$ cat src/rtl/sseq_pkg.sv
package sseq_pkg;

   localparam int CH_W      = 3;
   localparam int BIT_RUN   = 0;
   localparam int BIT_CONT  = 1;
   localparam int SEL_LSB   = 2;
   localparam int CHSEL_LSB = 4;
   localparam int BIT_CAL   = 8;
   localparam int UNI_LSB   = 9;
   localparam int CMD_BITS  = UNI_LSB + 2;

   typedef enum logic [1:0] {
      SEQ_LOW2  = 2'b00,
      SEQ_ALL8  = 2'b01,
      SEQ_UPPER = 2'b10,
      SEQ_ONE   = 2'b11
   } seq_sel_e;

   typedef struct packed {
      logic [1:0]      unipolar;
      logic            cal;
      logic [CH_W-1:0] chsel;
      seq_sel_e        sel;
      logic            cont;
   } cmd_cfg_t;

   typedef enum logic [1:0] {
      ST_IDLE = 2'b00,
      ST_REQ  = 2'b01,
      ST_HOLD = 2'b10
   } seq_state_e;

   function automatic logic [CH_W-1:0] range_first(seq_sel_e s, logic [CH_W-1:0] one);
      case (s)
         SEQ_LOW2, SEQ_ALL8: return CH_W'(0);
         SEQ_UPPER:          return CH_W'(2);
         default:            return one;
      endcase
   endfunction

   function automatic logic [CH_W-1:0] range_last(seq_sel_e s, logic [CH_W-1:0] one);
      case (s)
         SEQ_LOW2:            return CH_W'(1);
         SEQ_ALL8, SEQ_UPPER: return CH_W'(7);
         default:             return one;
      endcase
   endfunction

endpackage

$ cat src/rtl/sseq_cmd_reg.sv
module sseq_cmd_reg
   import sseq_pkg::*;
#(
   parameter int CSR_AW = 1,
   parameter int CSR_DW = 32
) (
   input  logic              clk,
   input  logic              rst_n,
   input  logic [CSR_AW-1:0] csr_addr,
   input  logic              csr_read,
   input  logic              csr_write,
   input  logic [CSR_DW-1:0] csr_wdata,
   output logic [CSR_DW-1:0] csr_rdata,
   input  logic              pass_done,
   output cmd_cfg_t          cfg,
   output logic              run,
   output logic              stop
);

   logic     run_q, stop_q, wr_hit, stop_now;
   cmd_cfg_t cfg_q;
   logic [CSR_DW-1:0] word;
   logic     unused_wbits;

   assign wr_hit   = csr_write && (csr_addr == '0);
   assign stop_now = run_q && wr_hit && !csr_wdata[BIT_RUN];

   always_ff @(posedge clk) begin
      if (!rst_n) begin
         cfg_q  <= '0;
         run_q  <= 1'b0;
         stop_q <= 1'b0;
      end else if (pass_done) begin
         run_q  <= 1'b0;
         stop_q <= 1'b0;
      end else if (wr_hit) begin
         if (!run_q) begin
            cfg_q.cont     <= csr_wdata[BIT_CONT];
            cfg_q.sel      <= seq_sel_e'(csr_wdata[SEL_LSB +: 2]);
            cfg_q.chsel    <= csr_wdata[CHSEL_LSB +: CH_W];
            cfg_q.cal      <= csr_wdata[BIT_CAL];
            cfg_q.unipolar <= csr_wdata[UNI_LSB +: 2];
            run_q          <= csr_wdata[BIT_RUN];
         end else if (!csr_wdata[BIT_RUN]) begin
            stop_q <= 1'b1;
         end
      end
   end

   always_comb begin
      word                       = '0;
      word[BIT_RUN]              = run_q;
      word[BIT_CONT]             = cfg_q.cont;
      word[SEL_LSB +: 2]         = cfg_q.sel;
      word[CHSEL_LSB +: CH_W]    = cfg_q.chsel;
      word[BIT_CAL]              = cfg_q.cal;
      word[UNI_LSB +: 2]         = cfg_q.unipolar;
   end

   assign csr_rdata = (csr_read && csr_addr == '0) ? word : '0;
   assign cfg       = cfg_q;
   assign run       = run_q;
   assign stop      = stop_q || stop_now;

   generate
      if (CSR_DW > CMD_BITS) begin : g_spare
         assign unused_wbits = ^{csr_wdata[CSR_DW-1:CMD_BITS], csr_wdata[7]};
      end else begin : g_nospare
         assign unused_wbits = csr_wdata[7];
      end
   endgenerate

   assert_cfg_frozen_R10: assert property (@(posedge clk) disable iff (!rst_n)
      $past(run_q) |-> $stable(cfg_q));

endmodule

$ cat src/rtl/sseq_stepper.sv
module sseq_stepper
   import sseq_pkg::*;
(
   input  logic            clk,
   input  logic            rst_n,
   input  logic            run,
   input  logic            stop,
   input  cmd_cfg_t        cfg,
   output logic            conv_req,
   output logic [CH_W-1:0] conv_ch,
   input  logic            conv_done,
   output logic            load,
   output logic            load_sop,
   output logic            load_eop,
   input  logic            accept,
   output logic            pass_done
);

   seq_state_e      state_q;
   logic [CH_W-1:0] ch_q, first_ch, last_ch;
   logic            at_last, finish;

   assign first_ch  = range_first(cfg.sel, cfg.chsel);
   assign last_ch   = range_last(cfg.sel, cfg.chsel);
   assign at_last   = (ch_q == last_ch);

   assign conv_req  = (state_q == ST_REQ);
   assign conv_ch   = ch_q;
   assign load      = conv_req && conv_done;
   assign load_sop  = (ch_q == first_ch);
   assign load_eop  = at_last;

   assign finish    = accept && (stop || (!cfg.cont && at_last));
   assign pass_done = ((state_q == ST_IDLE) && run && stop) ||
                      ((state_q == ST_HOLD) && finish);

   always_ff @(posedge clk) begin
      if (!rst_n) begin
         state_q <= ST_IDLE;
         ch_q    <= '0;
      end else begin
         case (state_q)
            ST_IDLE: begin
               if (run && !stop) begin
                  state_q <= ST_REQ;
                  ch_q    <= first_ch;
               end
            end
            ST_REQ: begin
               if (conv_done) state_q <= ST_HOLD;
            end
            ST_HOLD: begin
               if (finish) begin
                  state_q <= ST_IDLE;
               end else if (accept) begin
                  state_q <= ST_REQ;
                  ch_q    <= at_last ? first_ch : ch_q + 1'b1;
               end
            end
            default: state_q <= ST_IDLE;
         endcase
      end
   end

   assert_req_held_R12: assert property (@(posedge clk) disable iff (!rst_n)
      conv_req && !conv_done |=> conv_req && $stable(conv_ch));

   assert_quiet_after_pass_R4: assert property (@(posedge clk) disable iff (!rst_n)
      pass_done |=> !conv_req);

endmodule

$ cat src/rtl/sseq_stream_reg.sv
module sseq_stream_reg #(
   parameter int SAMPLE_W = 6,
   parameter int CHAN_W   = 3
) (
   input  logic                clk,
   input  logic                rst_n,
   input  logic                load,
   input  logic [SAMPLE_W-1:0] in_data,
   input  logic [CHAN_W-1:0]   in_ch,
   input  logic                in_sop,
   input  logic                in_eop,
   input  logic                ready,
   output logic                valid,
   output logic [SAMPLE_W-1:0] data,
   output logic [CHAN_W-1:0]   ch,
   output logic                sop,
   output logic                eop,
   output logic                accept
);

   logic                valid_q, sop_q, eop_q;
   logic [SAMPLE_W-1:0] data_q;
   logic [CHAN_W-1:0]   ch_q;

   assign accept = valid_q && ready;

   always_ff @(posedge clk) begin
      if (!rst_n) begin
         valid_q <= 1'b0;
         data_q  <= '0;
         ch_q    <= '0;
         sop_q   <= 1'b0;
         eop_q   <= 1'b0;
      end else if (load) begin
         valid_q <= 1'b1;
         data_q  <= in_data;
         ch_q    <= in_ch;
         sop_q   <= in_sop;
         eop_q   <= in_eop;
      end else if (accept) begin
         valid_q <= 1'b0;
      end
   end

   assign valid = valid_q;
   assign data  = data_q;
   assign ch    = ch_q;
   assign sop   = sop_q;
   assign eop   = eop_q;

   assert_beat_hold_R11: assert property (@(posedge clk) disable iff (!rst_n)
      valid_q && !ready |=> valid_q && $stable(data_q) && $stable(ch_q)
                            && $stable(sop_q) && $stable(eop_q));

   assert_no_overwrite_R11: assert property (@(posedge clk) disable iff (!rst_n)
      load |-> !valid_q);

endmodule

$ cat src/rtl/sensor_seq_ctrl.sv
module sensor_seq_ctrl
   import sseq_pkg::*;
#(
   parameter int CSR_AW   = 1,
   parameter int CSR_DW   = 32,
   parameter int SAMPLE_W = 6
) (
   input  logic                clk,
   input  logic                rst_n,
   input  logic [CSR_AW-1:0]   csr_addr,
   input  logic                csr_read,
   input  logic                csr_write,
   input  logic [CSR_DW-1:0]   csr_wdata,
   output logic [CSR_DW-1:0]   csr_rdata,
   output logic                conv_req,
   output logic [2:0]          conv_ch,
   output logic                conv_cal,
   output logic [1:0]          conv_unipolar,
   input  logic                conv_done,
   input  logic [SAMPLE_W-1:0] conv_data,
   output logic                st_valid,
   input  logic                st_ready,
   output logic [2:0]          st_channel,
   output logic [SAMPLE_W-1:0] st_data,
   output logic                st_sop,
   output logic                st_eop
);

   generate
      if (CSR_AW < 1)         begin : g_bad_aw $error("CSR_AW must be at least 1"); end
      if (CSR_DW < CMD_BITS)  begin : g_bad_dw $error("CSR_DW too narrow for the command word"); end
      if (SAMPLE_W < 1)       begin : g_bad_sw $error("SAMPLE_W must be at least 1"); end
   endgenerate

   cmd_cfg_t        cfg;
   logic            run, stop, pass_done, load, load_sop, load_eop, accept;
   logic [CH_W-1:0] req_ch;

   sseq_cmd_reg #(.CSR_AW(CSR_AW), .CSR_DW(CSR_DW)) u_cmd (
      .clk       (clk),
      .rst_n     (rst_n),
      .csr_addr  (csr_addr),
      .csr_read  (csr_read),
      .csr_write (csr_write),
      .csr_wdata (csr_wdata),
      .csr_rdata (csr_rdata),
      .pass_done (pass_done),
      .cfg       (cfg),
      .run       (run),
      .stop      (stop)
   );

   sseq_stepper u_step (
      .clk       (clk),
      .rst_n     (rst_n),
      .run       (run),
      .stop      (stop),
      .cfg       (cfg),
      .conv_req  (conv_req),
      .conv_ch   (req_ch),
      .conv_done (conv_done),
      .load      (load),
      .load_sop  (load_sop),
      .load_eop  (load_eop),
      .accept    (accept),
      .pass_done (pass_done)
   );

   sseq_stream_reg #(.SAMPLE_W(SAMPLE_W), .CHAN_W(CH_W)) u_out (
      .clk     (clk),
      .rst_n   (rst_n),
      .load    (load),
      .in_data (conv_data),
      .in_ch   (req_ch),
      .in_sop  (load_sop),
      .in_eop  (load_eop),
      .ready   (st_ready),
      .valid   (st_valid),
      .data    (st_data),
      .ch      (st_channel),
      .sop     (st_sop),
      .eop     (st_eop),
      .accept  (accept)
   );

   assign conv_ch       = req_ch;
   assign conv_cal      = cfg.cal;
   assign conv_unipolar = cfg.unipolar;

   assert_req_not_pending_R11: assert property (@(posedge clk) disable iff (!rst_n)
      !(conv_req && st_valid));

endmodule

$ cat config.mk
export PLATFORM = sky130hd
export DESIGN_NAME = sensor_seq_ctrl
export DESIGN_NICKNAME = d
export VERILOG_FILES = /design/src/rtl/sseq_pkg.sv /design/src/rtl/sseq_cmd_reg.sv /design/src/rtl/sseq_stepper.sv /design/src/rtl/sseq_stream_reg.sv /design/src/rtl/sensor_seq_ctrl.sv
export SDC_FILE = /design/constraint.sdc
export NUM_CORES = 1
export LEC_CHECK = 0
export ABC_AREA = 1
export BUFFER_PORTS_ARGS = -buffer_cell sky130_fd_sc_hd__buf_2
export CAP_MARGIN = 40
export CELL_PAD_IN_SITES_DETAIL_PLACEMENT = 1
export CELL_PAD_IN_SITES_GLOBAL_PLACEMENT = 1
export CORE_AREA = 5 5 80 82
export CTS_CLUSTER_DIAMETER = 50
export CTS_CLUSTER_SIZE = 30
export DETAILED_ROUTE_END_ITERATION = 16
export DIE_AREA = 0 0 85 87
export PLACE_DENSITY = 0.86
export REMOVE_ABC_BUFFERS = 1
export SYNTH_ARGS = -nofsm -noshare
export SYNTH_HDL_FRONTEND = slang
export SYNTH_SLANG_ARGS = --single-unit
$ cat constraint.sdc
create_clock -name clk -period 2.3 [get_ports clk]
set_input_delay 0.23 -clock clk [delete_from_list [all_inputs] [get_ports clk]]
set_output_delay 0.23 -clock clk [all_outputs]
set_load 0.02 [all_outputs]
# ---- Word level (Yosys, flattened, before mapping)
# Cells that the tools add are included.
dict set report classes {
  n_addsub 1
  n_eq_ne 11
  n_mux 16
  n_bitwise 5
  reduce_logical 29
}
# op n
set op_table {}
lappend op_table {{$pmux W3 S2} 3}
lappend op_table {{$logic_and A1 B1 Y1} 12}
lappend op_table {{$mux W3} 4}
lappend op_table {{$mux W11} 1}
lappend op_table {{$reduce_and A3 Y1} 3}
lappend op_table {{$mux W2} 4}
lappend op_table {{$eq A3 B3 Y1} 2}
lappend op_table {{$ne A2 B2 Y1 const B} 3}
lappend op_table {{$pmux W2 S3} 1}
lappend op_table {{$reduce_or A2 Y1} 3}
lappend op_table {{$not A1 Y1} 5}
lappend op_table {{$eq A2 B1 Y1 const B} 2}
lappend op_table {{$eq A2 B2 Y1 const B} 2}
lappend op_table {{$logic_not A2 Y1} 2}
lappend op_table {{$reduce_and A4 Y1} 1}
lappend op_table {{$reduce_bool A2 Y1} 2}
lappend op_table {{$add A3 B1 Y3 const B} 1}
lappend op_table {{$logic_not A1 Y1} 3}
lappend op_table {{$logic_or A1 B1 Y1} 3}
lappend op_table {{$mux W1} 3}
lappend op_table {{$ne A3 B1 Y1 const B} 1}
lappend op_table {{$ne A2 B1 Y1 const B} 1}
dict set report word_totals {
  register_bits 28
  inputBits 45
  out_inout_bits 51
  elab_cells 76
}

# ---- Logic depth before layout (Yosys ltp)
dict set report logic_depth {
  word_depth 11
  mapped_depth 15
  ltp_nobuf 15
}

# ---- By module
# From an unflattened synthesis, not the netlist that was laid out.
dict set report unflattened {
  cells_unflattened 263
  area_unflattened_um2 1736.7
}
# mod instances cells_per_inst area_per_inst_um2 seq_area_each_um2
set modules_own_cells {}
lappend modules_own_cells {sseq_cmd_reg 1 117 757.0 220.2}
lappend modules_own_cells {sseq_stepper 1 91 538.0 100.1}
lappend modules_own_cells {sseq_stream_reg 1 55 441.7 240.2}

# ---- Least setup slack after synthesis
# OpenSTA, ideal clock, no wires.
dict set report synth_path {
  path_type {register -> register}
  startpoint {register u_cmd.cfg_q (netlist bit u_cmd.cfg[1])}
  endpoint {register u_cmd.cfg_q (netlist bit u_cmd.cfg[0])}
  setup_ps 110
  arrival_time_ps 1478
  required_time_ps 2190
  path_slack_ps 712
  stages_incl_launch_ff 15
  path_buffers 0
  period_less_slack_ps 1588
  cell_sequence {dfxtp_1 -> inv_1 -> ha_1 -> inv_1 -> nand2_2 -> nand3_1 -> nand2_1 -> nor2_2 -> nand3_1 -> nand2_1 -> nand3_2 -> nand3_2 -> nand2_1 -> inv_1 -> nor2_1}
}
dict set report synth_between {
  elab_chain_len 11
  elab_cells_between_ends 13
  classes_between {3 x eq/ne; 1 x mux; 1 x bitwise; 8 x reduce/logical}
}
# element line_no
set synth_rtl {}
lappend synth_rtl {{from (decl)} sseq_cmd_reg.sv:21} ;# cmd_cfg_t cfg_q;
lappend synth_rtl {{$eq A2 B1 Y1 / $eq A2 B2 Y1 (equally long branches)} sseq_pkg.sv:42} ;# case (s)
lappend synth_rtl {{$reduce_or A2 Y1} sseq_pkg.sv:42}
lappend synth_rtl {{$pmux W3 S2 (*)} sseq_pkg.sv:42}
lappend synth_rtl {{$eq A3 B3 Y1 (*)} sseq_stepper.sv:25} ;# assign at_last = (ch_q == last_ch);
lappend synth_rtl {{$logic_and A1 B1 Y1 (*)} sseq_stepper.sv:33} ;# assign finish = accept && (stop || (!cfg.cont && at_last));
lappend synth_rtl {{$logic_or A1 B1 Y1 (*)} sseq_stepper.sv:33}
lappend synth_rtl {{$logic_and A1 B1 Y1 (*)} sseq_stepper.sv:33}
lappend synth_rtl {{$logic_and A1 B1 Y1 (*)} sseq_stepper.sv:35} ;# ((state_q == ST_HOLD) && finish);
lappend synth_rtl {{$logic_or A1 B1 Y1 (*)} sseq_stepper.sv:34} ;# assign pass_done = ((state_q == ST_IDLE) && run && stop) ||
lappend synth_rtl {{$not A1 Y1 (no line) (*)} -}
lappend synth_rtl {{$reduce_and A3 Y1 (no line) (*)} -}
# Mark *: on every way between the ends. The rest lies on a longest branch, timed or not.
# A chain may end at the register's enable or synchronous reset.

# ---- Worst setup path after layout
dict set report layout_path {
  startpoint {register u_cmd.cfg_q (netlist bit u_cmd.cfg[2])}
  endpoint {register u_cmd.cfg_q (netlist bit u_cmd.cfg[2])}
}
# The elaborated chain is that of the path after synthesis.

==> results.cfg <==
[routing]
highest_layer = met4
via_count = 1632
via_per_inst = 4.32
remaining_drc_errors = 0
avgRoutedWirePerCell_um = 11.7
drt-pass1-iter-count = 4
wl_met3_um = 229
drt_wl_total_um = 4410
ant_nets = 0
met1Wirelength_um = 1850
wl_met2_um = 2310
drtIter0Drc = 54

[worst_setup_path]
crit_start = u_cmd.cfg[2]
r2r_cells = 12
cpMostUsedCell = nand2_1
reg2reg_to = u_cmd.cfg[2]
slowest_delay_ns = 0.38
r2r_slack_ns = 0.34
timing.critical_path.cells = ha_1 -> nand2_1 -> nand3_1 -> nand2_1 -> nor2_2 -> nand3_1 -> nand2_1 -> nand3_2 -> buf_4 -> nand4_1 -> nand2_1 -> nor2_1
critPathKind = flip-flop to flip-flop
cp-start-kind = flip-flop
endpoint = u_cmd.cfg[2]
timing.rr.start = u_cmd.cfg[2]
cp_max_fo = 7
cpMaxStageDelayCell = dfxtp_1
cp.arrival_ns = 2.18
critPathRequiredTime_ns = 2.52
endpoint_kind = flip-flop

[die]
dieWidth_um = 85
rows = 28
core_mm2 = 0.00568
io_pins = 96
start_util_pct = 29.3
dieArea_mm2 = 0.00740
dieHeight_um = 87

[pwr]
power_mw = 1.27
power_density_mw_per_mm2 = 651
p_leak_nw = 1.09
irDropWorstVdd_mv = 0.259

[logic_synthesis]
synth.distinct_cells = 21
yosys.area.top_type = dfxtp_1
postSynthAreaPerCell_um2 = 6.51
ys_seq_area_share_pct = 33.8
syn_inst = 255
ys_ff_latch = 28
yosysWarnings = 0
ys_top_cells_by_area = dfxtp_1 (34%), nand2_1 (15%), buf_4 (11%)
yosysTopAreaCellShare_pct = 33.8
netlist_area_mm2 = 0.00166

[flow_run]
max_cap_viol_count = 0

[timing]
skew_ns = 0.00641
fin_crit_ns = 1.96
period_share_pct = 85.4
setup_viol = 0
fin_tns_setup_ns = 0
fin_hold_ws_ns = 0.196
timing.fmax_mhz = 509
maxSlewViolCount = 0
finalHoldViolations = 0
rsz0062_at_grt = false

[placement]
dp_hpwl_um = 3520
place_congestion = 0.736
io_buffers = 51
place_inst = 374

[cells_and_area]
layout-drive-gt1-share_pct = 21.1
diodes = 0
final_util_pct = 34.3
nFillCells = 807
nets = 352
layout-area-overhead-vs-synth_pct = 17.1
fin_cells = 378

[global_route]
grt_pass1_vias = 1675
grt_max_degree = 18
overflow = 0
antenna_found_initial = 0
grt_pass1_wl_um = 7360
track_usage_pct = 11.9

[clock_network]
ctsHoldBuffers = 0
clk_latency_ns = 0.27
cts.sinks = 28
htree_levels = 1
ctsResizeCount = 0
clk_pin_slew_worst_paths_ns = 0.10
cts-buffers-inserted = 3
tritoncts = built
clockBufferDepth = 2
clockRootBuffer = clkbuf_8
post_cts_buffers = 0

[hold_path]
hold_path.class = input port to flip-flop
hp-start = conv_data[1]

[run_status]
status = finished clean
[synth_stat cells]
library cell  number
buf_2              3
nor2_2             2
buf_6              1
inv_1             42
nand2_1           66
o22ai_1            1
o21ai_0            6
conb_1             1
ha_1               3
clkbuf_1           2
nand2_2            1
a2111o_1           1
nor2_1            26
nand3_2            3
nand4_1            9
buf_4             25
a21oi_1           21
dfxtp_1           28
clkinv_1           1
xor2_1             2
nand3_1           11
[per-stage QoR]
| step | setup slack, ns | instance area (um^2) |
|---|---|---|
| 2_1_floorplan | 0.591 | 1520 |
| 3_3_place_gp | 0.396 | 1890 |
| 3_5_place_dp | 0.331 | 1890 |
| 4_1_cts | 0.308 | 1940 |
| 5_1_grt | 0.0871 | 1940 |
| 6_report | 0.336 | 1940 |
[registers in the layout, summed over array words and instances (netlist names)]
signal / count
u_out.sop: 1
u_out.valid: 1
u_step.conv_ch: 3
u_step.state_q: 2
u_cmd.run: 1
u_cmd.stop_q: 1
u_out.eop: 1
u_out.ch: 3
u_out.data: 6
u_cmd.cfg: 9
[report_power, final]
part	internal [mW]	switching, mW
Clock	0.153	0.154
Combinational	0.125	0.259
Sequential	0.531	0.0438
Total	0.809	0.457
[logic make-up after synthesis]
group / Yosys count / synth area share (%)
AOI/OAI and AO/OA: 29 / 9.19
xor gates and xnor gates: 2 / 1.06
adders and majority gates: 3 / 2.26
buffers and inverters: 74 / 23.1
DFF: 28 / 33.8
other: 1 / 0.226
and+or+nand+nor: 118 / 30.4
[cell usage in the layout, fill, tap and decap left out, drive strengths merged]
| cell type | instances |
|---|---|
| a2111o | 1 |
| a21oi | 21 |
| buf | 54 |
| clkbuf | 4 |
| clkinv | 1 |
| conb | 22 |
| dfxtp | 28 |
| ha | 3 |
| inv | 42 |
| nand2 | 67 |
| nand3 | 14 |
| nand4 | 9 |
| nor2 | 28 |
| o21ai | 6 |
| o22ai | 1 |
| xor2 | 2 |
[critical path: cells and delay by family, from the launching register on]
kind / cells / cell delay [ns]
fa+ha+maj: 1 / 0.29
buf+inv: 1 / 0.21
flops: 1 / 0.38
simple gates: 10 / 1.02
[area by class of cell]
class	instances	area (um^2)	area share (%)
inverters	43	161	8.30
repair buffers	54	278	14.3
multi-input cells	174	796	40.9
flip-flops and latches	28	561	28.8
clock buffers	4	55.1	2.83
well taps	75	93.8	4.83
[worst min-delay path by stage]
stage | end | slack (ns) | cells after the start
after floorplan | u_step.conv_ch[0] | 0.35 | 2
after global placement | u_out.data[1] | 0.45 | 2
after detailed placement | u_out.data[2] | 0.46 | 2
after CTS | u_out.data[2] | 0.19 | 3
after global routing | u_out.data[1] | 0.19 | 3
final | u_out.data[1] | 0.20 | 3
[metal layers]
metal	vias to the layer above	global-route usage [%]
li1	831	-
met1	762	13.5
met2	37	22.9
met3	2	2.46
met4	0	2.16
met5	-	0
No activity file was read; power rests on OpenSTA's default activity.
